$ cat config.mk
export PLATFORM = sky130hd
export DESIGN_NAME = ctrl_reg_guard
export DESIGN_NICKNAME = d
export VERILOG_FILES = /design/src/rtl/ctrl_reg_guard.sv
export SDC_FILE = /design/constraint.sdc
export NUM_CORES = 1
export LEC_CHECK = 0
export BUFFER_PORTS_ARGS = -buffer_cell sky130_fd_sc_hd__buf_2
export CAP_MARGIN = 20
export CORE_AREA = 2 2 152 154
export CTS_BUF_LIST = sky130_fd_sc_hd__clkbuf_4 sky130_fd_sc_hd__clkbuf_8
export DETAILED_ROUTE_END_ITERATION = 7
export DIE_AREA = 0 0 154 156
export PLACE_DENSITY = 0.87
export SLEW_MARGIN = 0
export SYNTH_ARGS = -nofsm -noshare
export SYNTH_HDL_FRONTEND = slang
export SYNTH_SLANG_ARGS = --single-unit
$ cat constraint.sdc
create_clock -name clk -period 2.38 [get_ports clk]
set_input_delay 0.238 -clock clk [delete_from_list [all_inputs] [get_ports clk]]
set_output_delay 0.238 -clock clk [all_outputs]
set_load 0.02 [all_outputs]
$ cat src/rtl/ctrl_reg_guard.sv
module ctrl_reg_guard #(
  parameter int XLEN      = 64,
  parameter int IDXW      = 4,
  parameter int CR4_TOP_OK = 11,
  parameter int CR8_TOP_OK = 4
) (
  input  logic            clk,
  input  logic            rst_n,
  input  logic            wr_valid,
  input  logic [IDXW-1:0] wr_idx,
  input  logic [XLEN-1:0] wr_data,
  input  logic            efer_lme,
  input  logic            long_mode,
  output logic            fault_pulse,
  output logic [1:0]      fault_code,
  output logic [XLEN-1:0] cr0_q,
  output logic [XLEN-1:0] cr2_q,
  output logic [XLEN-1:0] cr3_q,
  output logic [XLEN-1:0] cr4_q,
  output logic [XLEN-1:0] cr8_q
);
  localparam int B_PE  = 0;
  localparam int B_NW  = 29;
  localparam int B_CD  = 30;
  localparam int B_PG  = 31;
  localparam int B_PAE = 5;
  localparam logic [1:0] FC_NONE = 2'b00;
  localparam logic [1:0] FC_UD   = 2'b01;
  localparam logic [1:0] FC_GP   = 2'b10;

  logic [1:0] verdict;
  logic       commit;
  logic [1:0] code_q;

  wire cr0_hi_bad  = |wr_data[XLEN-1:32];
  wire cr0_pg_nope = wr_data[B_PG] & ~wr_data[B_PE];
  wire cr0_nw_nocd = wr_data[B_NW] & ~wr_data[B_CD];
  wire cr0_lm_nopae = wr_data[B_PG] & efer_lme & ~cr4_q[B_PAE];
  wire cr4_hi_bad  = |wr_data[XLEN-1:CR4_TOP_OK];
  wire cr4_pae_off = long_mode & ~wr_data[B_PAE];
  wire cr8_hi_bad  = |wr_data[XLEN-1:CR8_TOP_OK];

  always_comb begin
    case (wr_idx)
      IDXW'(0): verdict = (cr0_hi_bad | cr0_pg_nope | cr0_nw_nocd | cr0_lm_nopae)
                          ? FC_GP : FC_NONE;
      IDXW'(2), IDXW'(3): verdict = FC_NONE;
      IDXW'(4): verdict = (cr4_hi_bad | cr4_pae_off) ? FC_GP : FC_NONE;
      IDXW'(8): verdict = cr8_hi_bad ? FC_GP : FC_NONE;
      default:  verdict = FC_UD;
    endcase
  end

  assign commit = wr_valid && (verdict == FC_NONE);

  always_ff @(posedge clk) begin
    if (!rst_n) begin
      cr0_q  <= '0;
      cr2_q  <= '0;
      cr3_q  <= '0;
      cr4_q  <= '0;
      cr8_q  <= '0;
      code_q <= FC_NONE;
    end else begin
      code_q <= wr_valid ? verdict : FC_NONE;
      if (commit) begin
        case (wr_idx)
          IDXW'(0): cr0_q <= wr_data;
          IDXW'(2): cr2_q <= wr_data;
          IDXW'(3): cr3_q <= wr_data;
          IDXW'(4): cr4_q <= wr_data;
          IDXW'(8): cr8_q <= wr_data;
          default: ;
        endcase
      end
    end
  end

  assign fault_code  = code_q;
  assign fault_pulse = (code_q != FC_NONE);

  p_bad_index_r1: assert property (@(posedge clk) disable iff (!rst_n)
    (wr_valid && (wr_idx == IDXW'(1) || (wr_idx > IDXW'(4) && wr_idx < IDXW'(8))
      || wr_idx > IDXW'(8))) |=> (fault_code == FC_UD));

  p_cr0_upper_clear_r2: assert property (@(posedge clk) disable iff (!rst_n)
    cr0_q[XLEN-1:32] == '0);

  p_cr0_pg_needs_pe_r3: assert property (@(posedge clk) disable iff (!rst_n)
    !(cr0_q[B_PG] && !cr0_q[B_PE]));

  p_cr0_nw_needs_cd_r4: assert property (@(posedge clk) disable iff (!rst_n)
    !(cr0_q[B_NW] && !cr0_q[B_CD]));

  p_cr4_upper_clear_r6: assert property (@(posedge clk) disable iff (!rst_n)
    cr4_q[XLEN-1:CR4_TOP_OK] == '0);

  p_cr8_upper_clear_r7: assert property (@(posedge clk) disable iff (!rst_n)
    cr8_q[XLEN-1:CR8_TOP_OK] == '0);

  p_cr2_accept_r8: assert property (@(posedge clk) disable iff (!rst_n)
    (wr_valid && wr_idx == IDXW'(2)) |=> (cr2_q == $past(wr_data) && fault_code == FC_NONE));

  p_fault_freezes_r9: assert property (@(posedge clk) disable iff (!rst_n)
    fault_pulse |-> ($stable(cr0_q) && $stable(cr2_q) && $stable(cr3_q)
                     && $stable(cr4_q) && $stable(cr8_q)));

  p_idle_quiet_r10: assert property (@(posedge clk) disable iff (!rst_n)
    !wr_valid |=> (fault_code == FC_NONE && !fault_pulse));

  p_code_legal_r10: assert property (@(posedge clk) disable iff (!rst_n)
    fault_code != 2'b11);
endmodule

* Word level (Yosys, flattened, before mapping)
Cells that the tools add are included.
Widths: inputs -> output; s select.
** Storage, ports and cells
- Bits in registers :: 322
- Latch bits :: 0
- Bits in writable memories :: 0
- Bits in read-only memories :: 0
- Bits of input ports :: 73
- Word-level logic and storage cells :: 41
- Memories kept :: 0
** Operators by class
- $add $sub $neg :: 0
- $mul :: 0
- Divide/modulo/power cells :: 0
- Magnitude comparators :: 0
- Eq/ne operators :: 4
- Shift operators :: 0
- Muxes and demuxes :: 4
- Bitwise logic cells :: 13
- Reductions and logical operators :: 14
** Operators by type and width (count)
- $reduce_or 60->1 :: 1
- $reduce_or 53->1 :: 1
- $reduce_or 32->1 :: 1
- $reduce_and 2->1 :: 6
- $eq 4x2->1 const B :: 2
- $pmux 2 s4 :: 1
- $mux 2 :: 3
- $and 1x1->1 :: 5
- $eq 4x3->1 const B :: 1
- $eq 4x4->1 const B :: 1
- $logic_not 4->1 :: 1
- $not 1->1 :: 4
- $or 1x1->1 :: 4
- $logic_not 2->1 :: 1
- $reduce_bool 2->1 :: 1
- $reduce_or 2->1 :: 1
- $logic_and 1x1->1 :: 1

* Logic depth before layout (Yosys ltp)
- Word-level depth :: 10
- Mapped depth :: 7

* Worst setup path before layout
OpenSTA, ideal clock, no wires.
- Path type :: in2reg
- From :: in wr_data[63]
- To :: reg cr0_q[55]
- Library setup time :: 0.115 ns
- Data arrival time :: 1.868 ns
- Required time :: 2.265 ns
- Path slack :: 0.396 ns
- Stages :: 6
- Cells stage by stage :: or4_1 > o41ai_2 > nand4b_1 > buf_2 > buf_2 > and3_1
** Between the ends
- Longest elaborated chain between the ends :: 9
- Elaborated cells on any way between the ends :: 14
- Those cells by class :: 4 x mux; 4 x bitwise; 6 x reduce/logical
** RTL lines
- from (decl) :: line 11 : input logic [XLEN-1:0] wr_data,
- $reduce_or 32->1 :: line 35 : wire cr0_hi_bad = |wr_data[XLEN-1:32];
- $or 1x1->1 (3 in a row) :: line 45 : IDXW'(0): verdict = (cr0_hi_bad | cr0_pg_nope | cr0_nw_nocd | cr0_lm_nopae)
- $mux 2 :: line 46 : ? FC_GP : FC_NONE;
- $pmux 2 s4 (*) :: line 44 : case (wr_idx)
- $logic_not 2->1 (*) :: line 54 : assign commit = wr_valid && (verdict == FC_NONE);
- $logic_and 1x1->1 (*) :: line 54
- $reduce_and 2->1 (no line) (*)
- to (signal assigned) :: line 68 : IDXW'(0): cr0_q <= wr_data;
- to (decl) :: line 16 : output logic [XLEN-1:0] cr0_q,
Mark *: on every way between the ends. The rest lies on a longest branch, timed or not.
A chain may end at the register's enable or synchronous reset.

* Worst setup path after layout
- From :: in wr_data[35]
- To :: reg cr4_q[9]
** Between the ends
- Longest elaborated chain between the ends :: 9
- Elaborated cells on any way between the ends :: 14
- Those cells by class :: 4 x mux; 4 x bitwise; 6 x reduce/logical
** RTL lines
- $reduce_or 32->1 :: line 35
- $or 1x1->1 (3 in a row) :: line 45
- $mux 2 :: line 46
- $pmux 2 s4 (*) :: line 44
- $logic_not 2->1 (*) :: line 54
- $logic_and 1x1->1 (*) :: line 54
- $reduce_and 2->1 (no line) (*)
- to (signal assigned) :: line 71 : IDXW'(4): cr4_q <= wr_data;
- to (decl) :: line 19 : output logic [XLEN-1:0] cr4_q,
Marks and branches as above.

==> results.toml <==
[worst_setup_path]
worst_ep_required_time_ns = 2.83
critPathKind = "input port to register"
max_stage_delay_ns = 0.57
worst_setup_path_start_kind = "input port"
worst_ep_arrival_time_ns = 2.75
slowest_stage = "dlygate4sd3_1"
path_max_fanout = 9
worstPathCellList = "dlygate4sd3_1 > buf_2 > nor4_1 > nand4_1 > nor3_2 > buf_4 > nand4_1 > buf_4 > mux2i_1"
worst_setup_path_end_kind = "register"

[sta]
setup_viol = 0
slew_headroom_pct = 50.7
finalCritPeriodShare_pct = 96.9
worst_slew_pin_slew_ns = 0.739
fin_worst_skew_ns = 0.0167
fin_crit_ns = 2.31
worst_slack_ns = 0.0732
hold_viol_final = 0
final_max_slew_viol_count = 0
fin_tns_setup_ns = 0
rsz0062_at_grt = "no"
fmax_ghz = 0.433

[cells_and_area]
nFillCells = 1639
final_nets = 1634
drive_gt1_share_pct = 31.4
layout-area-overhead-vs-synth_pct = 37.3

[clocking]
htreeDepth = 2
cts_buffer_depth = 3
clock_latency_ns = 0.54
cts_resized = 0
clock_sinks = 322
cts.clk_slew.worst_paths_ns = 0.07
cts_setup_buffers = 0
cts_tree = "yes"
cts_buffers = 48
root_buffer = "clkbuf_8"
ctsHoldBuffers = 66

[drt]
drtIter0Drc = 685
vias_per_cell = 5.12
postRouteAntennaNets = 0
wire_per_inst_um = 17.0
vias = 9586
drtPass1Iterations = 6
drc = 0
routed_wl_um = 31900

[synth]
post-synth-top-count-cell = "nand2_1"
ys.flop_type = "dfxtp_1"
syn-num-nets = 1178
yosys-top-cells-area = "dfxtp_1 62%, nand2_1 12%, and2_1 6.9%"
yosys_register_bits = 322
ys_warn_count = 0
ys_types = 30
syn_area_um2 = 10400
ys_seq_area_share_pct = 62.1
synth_edf_count = 0
synth_common_cells = "341 x nand2_1, 322 x dfxtp_1, 129 x a21oi_1"
syn_inst = 1105
synth_area_leader_cell = "dfxtp_1"
async_flop_share_pct = 0
synth_top_area_share_pct = 62.1
synth_area_per_cell_um2 = 9.39

[place]
place_congestion = 0.838
dp_hpwl_um = 19600
port_buffers = 395
pre_cts_ws_ns = 0.145

[grt]
grt_pass1_wl_um = 48600
grt_pass1_vias = 9421
grt.overflow.total = 0
grt_usage_pct = 25.0
antenna_found_initial = 1
grt_max_degree = 129

[die]
core_um2 = 22400
dieArea_um2 = 24000
rows = 55
ios = 396
die_h_um = 156
initial_core_util_pct = 46.4
fp.dieW_um = 154

[power_and_ir_drop]
peakVddDrop_v = 0.000485
p_leak_nw = 7.02
p_per_area_nw_per_um2 = 729

[min_path]
hp-class = "input port to register"

[job]
cap_viol_max_count = 0

[status]
status = "finished, final reports clean"
per-layer routing:
metal | part of all wire (%) | vias to the layer above | wire (um) | GRT usage (%)
li1 | - | 4471 | - | -
met1 | 38 | 4401 | 12300 | 29.0
met2 | 47 | 577 | 15000 | 41.6
met3 | 9.7 | 137 | 3110 | 8.25
met4 | 4.8 | 0 | 1530 | 12.9
met5 | 0 | - | 0 | 0
flip-flops by register name, indices dropped and copies added, names as in the netlist:
| register | cells |
|---|---|
| cr8_q | 64 |
| cr3_q | 64 |
| cr2_q | 64 |
| cr0_q | 64 |
| cr4_q | 64 |
| fault_code | 2 |
cells by family (layout without fill, tap and decap cells):
family          count (synthesis)  after routing  share of synthesized area [%]
compound gates                138            138                           6.97
flops                         322            322                           62.1
buf+inv                        74            554                           2.92
simple gates                  524            524                           23.4
mux                            47             47                           4.54
other cells                     0              2                              0
metrics by stage:
step           power (W)  cell area, um^2  util (%)  std cells  hold slack, ns
2_1_floorplan    0.00574            10400         -       1105           0.374
3_3_place_gp     0.00594            12700      56.6       1730           0.436
3_5_place_dp     0.00595            12700      56.6       1730           0.439
4_1_cts           0.0105            14200      63.7       1870           0.104
5_1_grt           0.0107            14200      63.7       1871           0.139
6_report          0.0104            14200      63.7       1872           0.149
worst max-delay path, delay by kind of cell:
family	cells	cell delay, ns
simple gates	4	1.13
mux	1	0.20
buf+inv	4	1.18
power by group:
part	leakage, nW	switching [W]	total (W)	internal, W
registers	2.59	0.0000151	0.00543	0.00542
logic	3.93	0.000304	0.000495	0.000191
clock network	0.491	0.00201	0.00445	0.00245
total	7.02	0.00233	0.0104	0.00806
cell usage in the layout (no fill, tap or decap), types with 8 or more instances in the layout:
master and instances:
clkbuf_8 51, nand2_1 341, and2_1 114, dfxtp_1 322
clkbuf_4 10, buf_4 13, and3_1 32, nor4_1 11
a21oi_1 129, dlygate4sd3_1 66, buf_2 394, clkinv_2 8
mux2i_1 47
layout make-up:
cell class,instances,area [um^2],area share [%]
timing repair buffer,478,2830,19.9
tap,285,357,2.50
clock inverter,13,146,1.03
inverter,2,10.0,0.0703
sequential,322,6450,45.2
multi-input combinational,709,3670,25.8
clock buffer,61,777,5.45
antenna,2,5.00,0.0351
path summary, 6_finish.rpt:
kind | endpoint | depth (start not counted) | slack, ns | start
setup / recovery | cr4_q[9] | 9 | 0.07 | wr_data[35]
hold / removal | cr4_q[0] | 3 | 0.15 | rst_n
setup reg to reg | cr0_q[37] | 6 | 0.58 | cr4_q[5]
hold reg to reg | cr3_q[49] | 2 | 0.45 | cr3_q[49]
Power figures use the tool's default switching activity.
